[src/rtl/hc_cmd_pkg.sv]
package hc_cmd_pkg;
  localparam int CMD_W  = 4;
  localparam int RD_W   = 5;
  localparam int B_RUN  = 0;
  localparam int B_RST  = 1;
  localparam int B_PER  = 2;
  localparam int B_ASY  = 3;
  localparam int N_SCH  = 2;
  localparam int SCH_PER = 0;
  localparam int SCH_ASY = 1;

  typedef struct packed {
    logic asy_sts;
    logic per_sts;
    logic busy;
    logic herr;
    logic halted;
  } sts_word_t;

  typedef struct packed {
    logic zero;
    logic asy_en;
    logic per_en;
    logic busy;
    logic run;
  } cmd_word_t;
endpackage

[src/rtl/hc_rst_timer.sv]
module hc_rst_timer #(
  parameter int RST_TICKS = 4
) (
  input  logic clk_i,
  input  logic rst_ni,
  input  logic start_i,
  input  logic tick_i,
  output logic busy_o,
  output logic done_o
);
  localparam int CW = $clog2(RST_TICKS + 1);

  logic [CW-1:0] cnt_q;
  logic          busy_q;

  assign done_o = busy_q & tick_i & (cnt_q == CW'(RST_TICKS - 1));
  assign busy_o = busy_q;

  always_ff @(posedge clk_i or negedge rst_ni) begin
    if (!rst_ni) begin
      busy_q <= 1'b0;
      cnt_q  <= '0;
    end else if (start_i && !busy_q) begin
      busy_q <= 1'b1;
      cnt_q  <= '0;
    end else if (done_o) begin
      busy_q <= 1'b0;
      cnt_q  <= '0;
    end else if (busy_q && tick_i) begin
      cnt_q  <= cnt_q + 1'b1;
    end
  end

  AST_BUSY_HOLD: assert property (@(posedge clk_i) disable iff (!rst_ni)
    busy_q && !tick_i |=> busy_q);
  AST_START: assert property (@(posedge clk_i) disable iff (!rst_ni)
    start_i && !busy_q |=> busy_q && cnt_q == '0);
endmodule

[src/rtl/hc_run_ctrl.sv]
module hc_run_ctrl (
  input  logic clk_i,
  input  logic rst_ni,
  input  logic wr_i,
  input  logic run_wr_i,
  input  logic perr_hit_i,
  input  logic rst_busy_i,
  input  logic rst_done_i,
  input  logic pkt_done_i,
  input  logic tick_i,
  output logic run_o,
  output logic halted_o,
  output logic herr_o
);
  logic run_q, halted_q, herr_q, hpend_q;
  logic set_ok, resolve;

  assign set_ok  = wr_i & run_wr_i & ~herr_q & ~rst_busy_i;
  // a pending halt ends at the next packet or, with nothing in flight, the frame edge
  assign resolve = hpend_q & (pkt_done_i | tick_i);

  always_ff @(posedge clk_i or negedge rst_ni) begin
    if (!rst_ni) begin
      run_q    <= 1'b0;
      halted_q <= 1'b1;
      herr_q   <= 1'b0;
      hpend_q  <= 1'b0;
    end else if (perr_hit_i) begin
      herr_q   <= 1'b1;
      run_q    <= 1'b0;
      hpend_q  <= run_q | (hpend_q & ~resolve);
      halted_q <= halted_q | resolve;
    end else if (rst_done_i) begin
      herr_q   <= 1'b0;
      run_q    <= 1'b0;
      halted_q <= 1'b1;
      hpend_q  <= 1'b0;
    end else if (wr_i && !run_wr_i && run_q) begin
      run_q    <= 1'b0;
      hpend_q  <= 1'b1;
    end else if (set_ok && !run_q) begin
      run_q    <= 1'b1;
      halted_q <= 1'b0;
      hpend_q  <= 1'b0;
    end else if (resolve) begin
      halted_q <= 1'b1;
      hpend_q  <= 1'b0;
    end
  end

  assign run_o    = run_q;
  assign halted_o = halted_q;
  assign herr_o   = herr_q;

  AST_PERR_STOP: assert property (@(posedge clk_i) disable iff (!rst_ni)
    perr_hit_i |=> herr_q && !run_q);
  AST_HALT_ONE: assert property (@(posedge clk_i) disable iff (!rst_ni)
    herr_q && hpend_q && pkt_done_i && !perr_hit_i |=> halted_q);
  AST_RUN_LOCK: assert property (@(posedge clk_i) disable iff (!rst_ni)
    herr_q && wr_i && run_wr_i && !rst_done_i |=> !run_q);
  AST_RST_DONE: assert property (@(posedge clk_i) disable iff (!rst_ni)
    rst_done_i && !perr_hit_i |=> !herr_q && halted_q && !run_q);
endmodule

[src/rtl/hc_sched_chan.sv]
module hc_sched_chan #(
  parameter bit IMMEDIATE = 1'b1
) (
  input  logic clk_i,
  input  logic rst_ni,
  input  logic wr_i,
  input  logic en_wr_i,
  input  logic tick_i,
  input  logic run_i,
  input  logic bme_i,
  input  logic herr_i,
  input  logic rst_done_i,
  output logic en_o,
  output logic sts_o,
  output logic fetch_o
);
  logic en_q, sts_q, pend_q, trig;

  generate
    if (IMMEDIATE) begin : g_now
      assign trig = 1'b1;
    end else begin : g_frame
      assign trig = tick_i;
    end
  endgenerate

  assign fetch_o = pend_q & en_q & run_i & bme_i & ~herr_i & trig;

  always_ff @(posedge clk_i or negedge rst_ni) begin
    if (!rst_ni) begin
      en_q   <= 1'b0;
      pend_q <= 1'b0;
    end else if (rst_done_i) begin
      en_q   <= 1'b0;
      pend_q <= 1'b0;
    end else begin
      if (wr_i) en_q <= en_wr_i;
      if (wr_i && en_wr_i && !en_q)  pend_q <= 1'b1;
      else if (wr_i && !en_wr_i)     pend_q <= 1'b0;
      else if (fetch_o)              pend_q <= 1'b0;
    end
  end

  always_ff @(posedge clk_i or negedge rst_ni) begin
    if (!rst_ni)                             sts_q <= 1'b0;
    else if (wr_i && en_wr_i && !rst_done_i) sts_q <= 1'b1;
    else if (tick_i && !en_q)                sts_q <= 1'b0;
  end

  assign en_o  = en_q;
  assign sts_o = sts_q;

  AST_STS_SET: assert property (@(posedge clk_i) disable iff (!rst_ni)
    wr_i && en_wr_i && !rst_done_i |=> sts_q);
  AST_STS_CLR: assert property (@(posedge clk_i) disable iff (!rst_ni)
    tick_i && !en_q && !(wr_i && en_wr_i) |=> !sts_q);
  AST_FETCH_ONCE: assert property (@(posedge clk_i) disable iff (!rst_ni)
    fetch_o |=> !fetch_o);
endmodule

[src/rtl/usb_hc_cmd_ctrl.sv]
module usb_hc_cmd_ctrl
  import hc_cmd_pkg::*;
#(
  parameter int RST_TICKS = 4
) (
  input  logic             clk_i,
  input  logic             rst_ni,
  input  logic             cmd_wr_i,
  input  logic [CMD_W-1:0] cmd_wdata_i,
  input  logic             rd_sel_i,
  output logic [RD_W-1:0]  rd_data_o,
  input  logic             perr_resp_en_i,
  input  logic             perr_wr_i,
  input  logic             perr_rdc_i,
  input  logic             perr_aux_i,
  input  logic             pkt_done_i,
  input  logic             frame_tick_i,
  input  logic             bus_master_en_i,
  output logic             async_fetch_o,
  output logic             periodic_fetch_o,
  output logic             mem_access_en_o,
  output logic             sof_en_o
);
  logic perr_hit, rst_busy, rst_done;
  logic run, halted, herr;
  logic [N_SCH-1:0] en, sts, fetch;
  sts_word_t sts_w;
  cmd_word_t cmd_w;

  assign perr_hit = perr_resp_en_i & (perr_wr_i | perr_rdc_i | perr_aux_i);

  hc_rst_timer #(.RST_TICKS(RST_TICKS)) u_rst (
    .clk_i   (clk_i),
    .rst_ni  (rst_ni),
    .start_i (cmd_wr_i & cmd_wdata_i[B_RST]),
    .tick_i  (frame_tick_i),
    .busy_o  (rst_busy),
    .done_o  (rst_done)
  );

  hc_run_ctrl u_run (
    .clk_i      (clk_i),
    .rst_ni     (rst_ni),
    .wr_i       (cmd_wr_i),
    .run_wr_i   (cmd_wdata_i[B_RUN]),
    .perr_hit_i (perr_hit),
    .rst_busy_i (rst_busy),
    .rst_done_i (rst_done),
    .pkt_done_i (pkt_done_i),
    .tick_i     (frame_tick_i),
    .run_o      (run),
    .halted_o   (halted),
    .herr_o     (herr)
  );

  generate
    for (genvar i = 0; i < N_SCH; i++) begin : g_sch
      localparam int EN_BIT = (i == SCH_ASY) ? B_ASY : B_PER;
      hc_sched_chan #(.IMMEDIATE(i == SCH_ASY)) u_ch (
        .clk_i      (clk_i),
        .rst_ni     (rst_ni),
        .wr_i       (cmd_wr_i),
        .en_wr_i    (cmd_wdata_i[EN_BIT]),
        .tick_i     (frame_tick_i),
        .run_i      (run),
        .bme_i      (bus_master_en_i),
        .herr_i     (herr),
        .rst_done_i (rst_done),
        .en_o       (en[i]),
        .sts_o      (sts[i]),
        .fetch_o    (fetch[i])
      );
    end
  endgenerate

  assign async_fetch_o    = fetch[SCH_ASY];
  assign periodic_fetch_o = fetch[SCH_PER];
  assign sof_en_o         = run;
  assign mem_access_en_o  = run & ~herr & bus_master_en_i & (|en);

  always_comb begin
    sts_w = '{asy_sts: sts[SCH_ASY], per_sts: sts[SCH_PER], busy: rst_busy,
              herr: herr, halted: halted};
    cmd_w = '{zero: 1'b0, asy_en: en[SCH_ASY], per_en: en[SCH_PER],
              busy: rst_busy, run: run};
    rd_data_o = rd_sel_i ? RD_W'(sts_w) : RD_W'(cmd_w);
  end

  AST_PFETCH_TICK: assert property (@(posedge clk_i) disable iff (!rst_ni)
    periodic_fetch_o |-> frame_tick_i);
  AST_HALT_NO_SOF: assert property (@(posedge clk_i) disable iff (!rst_ni)
    perr_hit |=> !sof_en_o && !mem_access_en_o);
endmodule

[config.mk]
export PLATFORM = sky130hd
export DESIGN_NAME = usb_hc_cmd_ctrl
export DESIGN_NICKNAME = d
export VERILOG_FILES = /design/src/rtl/hc_cmd_pkg.sv /design/src/rtl/hc_rst_timer.sv /design/src/rtl/hc_run_ctrl.sv /design/src/rtl/hc_sched_chan.sv /design/src/rtl/usb_hc_cmd_ctrl.sv
export SDC_FILE = /design/constraint.sdc
export NUM_CORES = 1
export LEC_CHECK = 0
export ABC_AREA = 1
export BUFFER_PORTS_ARGS = -buffer_cell sky130_fd_sc_hd__buf_4
export CAP_MARGIN = 10
export CORE_UTILIZATION = 49
export CTS_BUF_LIST = sky130_fd_sc_hd__clkbuf_8 sky130_fd_sc_hd__clkbuf_16
export CTS_CLUSTER_DIAMETER = 80
export DETAILED_ROUTE_END_ITERATION = 12
export PLACE_DENSITY_LB_ADDON = 0.1
export SYNTH_ARGS = -nofsm -noshare
export SYNTH_HDL_FRONTEND = slang
export SYNTH_SLANG_ARGS = --single-unit
[constraint.sdc]
create_clock -name clk_i -period 1.7 [get_ports clk_i]
set_clock_uncertainty 0.05 [all_clocks]
set_input_delay 0.17 -clock clk_i [delete_from_list [all_inputs] [get_ports clk_i]]
set_output_delay 0.17 -clock clk_i [all_outputs]
set_load 0.01 [all_outputs]
==> flow_summary.rst <==
.. list-table::
   :header-rows: 1

   * - Metric
     - Value
   * - Post-Route WL
     - 1.73 mm
   * - Maximum number of pins on one net before global-route repair
     - 15
   * - Antenna violations before repair
     - 0
   * - Root buffer selected by CTS
     - sky130_fd_sc_hd__clkbuf_8
   * - Distinct cell type count of the synthesized netlist
     - 25
   * - Setup repair after global routing missed its margin
     - false
   * - Internal cell power
     - 0.759 mW
   * - Last weighted congestion value of the routability-driven placer
     - 0.841
   * - Initial core utilization
     - 53.1%
   * - Kind of cell adding the most delay to the critical path
     - simple AND/OR/NAND/NOR gates
   * - Share of final-layout standard cells stronger than drive strength 1
     - 25.8%
   * - Cell taking the most area after synthesis
     - sky130_fd_sc_hd__dfrtp_1
   * - Prevailing post-synth register cell
     - sky130_fd_sc_hd__dfrtp_1
   * - Top-level port count
     - 24
   * - Crit end category
     - primary output
   * - Leading cell types by total area after synthesis
     - sky130_fd_sc_hd__dfrtp_1, sky130_fd_sc_hd__nand2_1, sky130_fd_sc_hd__inv_1, sky130_fd_sc_hd__o21ai_0, sky130_fd_sc_hd__nand3_1
   * - Average size of a mapped cell
     - 7.61 µm²
   * - Remaining global-route overflow
     - 0
   * - Req. time, crit path
     - 1480 ps
   * - Fmax
     - 672 MHz
   * - Beginning of the worst register-to-register path
     - u_rst.cnt_q[0]
   * - Total power after layout
     - 1.16 mW
   * - Number of antenna repair diodes
     - 0
   * - Worst path bufs/invs
     - 2
   * - DRC viols
     - 0
   * - Top-area cell type share of the netlist area
     - 40.7%
   * - Cts bufs inserted
     - 3
   * - Setup TNS
     - 0 ps
   * - Number of warnings reported in the yosys synthesis log
     - 0
   * - Horizontal die dimension
     - 42.4 µm
   * - First-pass GRT wire length
     - 3.04 mm
   * - Max Fanout on Critical Path
     - 5
   * - Core Footprint
     - 1510 µm²
   * - Detailed Routing Iterations Pass 1
     - 4
   * - MaxCap Viol Count
     - 0
   * - Post-detailed-route via-to-cell ratio
     - 5.12
   * - CTS clk-pin slew, worst paths
     - 60 ps
   * - Number of cells upsized or downsized after cts
     - 0
   * - Share of power burned in the clock network
     - 23.3%
   * - Min Tclk post-route
     - 1490 ps
   * - Net Switching
     - 0.404 mW
   * - Flop and latch count out of synthesis
     - 14
   * - Area added between synthesis and finish
     - 30.5%
   * - Clock latency reported for the late side of the worst-skew pair
     - 250 ps
   * - Crit-path cells
     - nand2_1, nor2_1, nand4_1, inv_1, buf_4
   * - Fin. max-slew vios
     - 0
   * - Worst-Margin Slew
     - 239 ps
   * - Height of the die
     - 42.4 µm
   * - Final core utilization
     - 69.3%
   * - Post-synth EDFFs
     - 0
   * - R2R Setup Slk
     - 350 ps
   * - Number of clock sinks
     - 14
   * - Worst min-delay path startpoint
     - cmd_wr_i
   * - Share of power burned in registers
     - 43.8%
   * - Startpoint types
     - register
   * - Data arrival time of the critical path
     - 1270 ps
   * - Detailed-placement wirelength estimate
     - 1.41 mm
   * - Routed WL per cell
     - 11.7 µm
   * - Depth of the worst register-to-register path
     - 6
   * - Largest stage delay on the critical path
     - 420 ps
   * - Number of H-tree branching levels
     - 1
   * - Post-route ant nets
     - 0
   * - Capturing point of the worst reg2reg path
     - g_sch[0].u_ch.pend_q
   * - Final Hold Fails
     - 0
   * - Setup-failing EPs final
     - 0
   * - Number of post-CTS setup repair buffers
     - 0
   * - Site row count
     - 14
   * - Class of the tightest hold or removal check
     - in -> reg
   * - Post-synthesis instance total
     - 105
   * - Power per Cell Area
     - 1110 nW/µm²
   * - Placement-stage worst setup slack
     - 347 ps
   * - Clock tree from TritonCTS
     - done
   * - Post-synth net total
     - 121
   * - Worst hold endpoint
     - g_sch[0].u_ch.en_o
   * - Post-synthesis sequential area ratio
     - 44.0%
   * - Final worst-path setup slack
     - 211 ps
   * - Fraction of registers with async set/reset
     - 100%
   * - Iteration-0 DRC count of the detailed router
     - 22
   * - Worst max-slew margin expressed relative to the limit
     - 84.0%
   * - Total Routing Usage GR
     - 22.8%
   * - Logic gate share of total power
     - 32.9%
   * - Hold path depth
     - 2
   * - Largest buffer count on any clock path
     - 2
   * - Final-stage net count
     - 149
   * - Standby leakage power
     - 0.570 nW
   * - Count of buffers inserted at the top-level ports
     - 23
   * - Slowest cell on the critical path
     - sky130_fd_sc_hd__dfrtp_1
   * - Total vias in the final route
     - 758
   * - Status
     - finished, final reports clean
   * - Area of the die
     - 1800 µm²
   * - Critical path start-end classification
     - reg -> out
   * - Number of global-route vias before repair
     - 722
   * - Switching fraction of total power
     - 34.7%
   * - Peak supply drop
     - 0.766 mV
   * - Cell area after technology mapping
     - 800 µm²
   * - List of most frequent post-synthesis cells
     - sky130_fd_sc_hd__nand2_1, sky130_fd_sc_hd__inv_1, sky130_fd_sc_hd__dfrtp_1
   * - Cell with the most instances after synthesis
     - sky130_fd_sc_hd__nand2_1
   * - Final worst path period share
     - 87.6%
   * - Worst hold slack across all endpoints
     - 132 ps
per-layer routing:
metal / GRT usage (%) / up-vias / routed length, µm / share of wire [%]
li1: - / 390 / - / -
met1: 32.4 / 332 / 781 / 45
met2: 35.7 / 34 / 803 / 47
met3: 1.29 / 2 / 118 / 6.8
met4: 11.3 / 0 / 22 / 1.3
met5: 0 / - / 0 / 0
how the worst max path moves through the flow:
stage / startpoint / cells past startpoint / end / slack, ps
after floorplan: u_rst.cnt_q[0] / 7 / u_run.hpend_q / 470
after global placement: u_rst.cnt_q[0] / 6 / u_run.run_o / 390
after detailed placement: u_rst.cnt_q[0] / 6 / u_run.run_o / 350
after CTS: u_run.run_o / 5 / periodic_fetch_o / 210
after global routing: u_run.run_o / 5 / periodic_fetch_o / 90
final: u_run.run_o / 5 / periodic_fetch_o / 210
power groups by stage:
stage	logic, mW	clock network, mW	registers [mW]
after floorplan	0.261	0	0.496
after global placement	0.369	0	0.510
after detailed placement	0.383	0	0.513
after CTS	0.385	0.281	0.509
after global routing	0.437	0.296	0.528
final	0.382	0.271	0.509
area by class of cell:
class	instances	area [µm²]
Clock buffer	3	41.3
Clock inverter	1	3.75
Fill cell	142	463
Inverter	19	73.8
Multi-Input combinational cell	71	370
Sequential cell	14	352
Tap cell	16	20.0
Timing Repair Buffer	24	183
logic make-up (layout without fill, tap and decap cells):
family          Yosys count  after routing  share of synthesized area (%)
simple gates             47             47                           28.2
compound gates           23             23                           16.6
buf+inv                  20             47                           9.70
flops                    14             14                           44.0
fa+ha+maj                 1              1                           1.56
sequential cells by signal, summed over array words and instances, names as in the netlist:
register           cells
g_sch.u_ch.pend_q      2
u_run.herr_o           1
u_run.hpend_q          1
u_run.run_o            1
u_rst.busy_o           1
u_rst.cnt_q            3
u_run.halted_o         1
g_sch.u_ch.sts_o       2
g_sch.u_ch.en_o        2
layout by cell type, fill, tap and decap left out, drive strengths merged:
cell	netlist	layout
o21a	3	3
ha	1	1
nand2	24	24
o21bai	1	1
dlygate4sd3	0	1
buf	0	23
dfstp	1	1
nand3	8	8
a211oi	2	2
nor2	11	11
nor3	2	2
clkinv	1	1
o31ai	1	1
a21oi	5	5
inv	18	19
nand4	2	2
dfrtp	13	13
o21ai	11	11
clkbuf	1	3
repair_timing:
item	in CTS	in global routing
hold buffers	1	0
setup endpoints to repair	0	0
endpoints found under the hold margin	14	0
metrics by stage:
stage	cell area, µm²	cells
2_1_floorplan	800	105
5_1_grt	1040	148
6_report	1040	148
3_3_place_gp	988	143
3_5_place_dp	988	143
4_1_cts	1040	148
No activity file was read; power rests on OpenSTA's default activity.
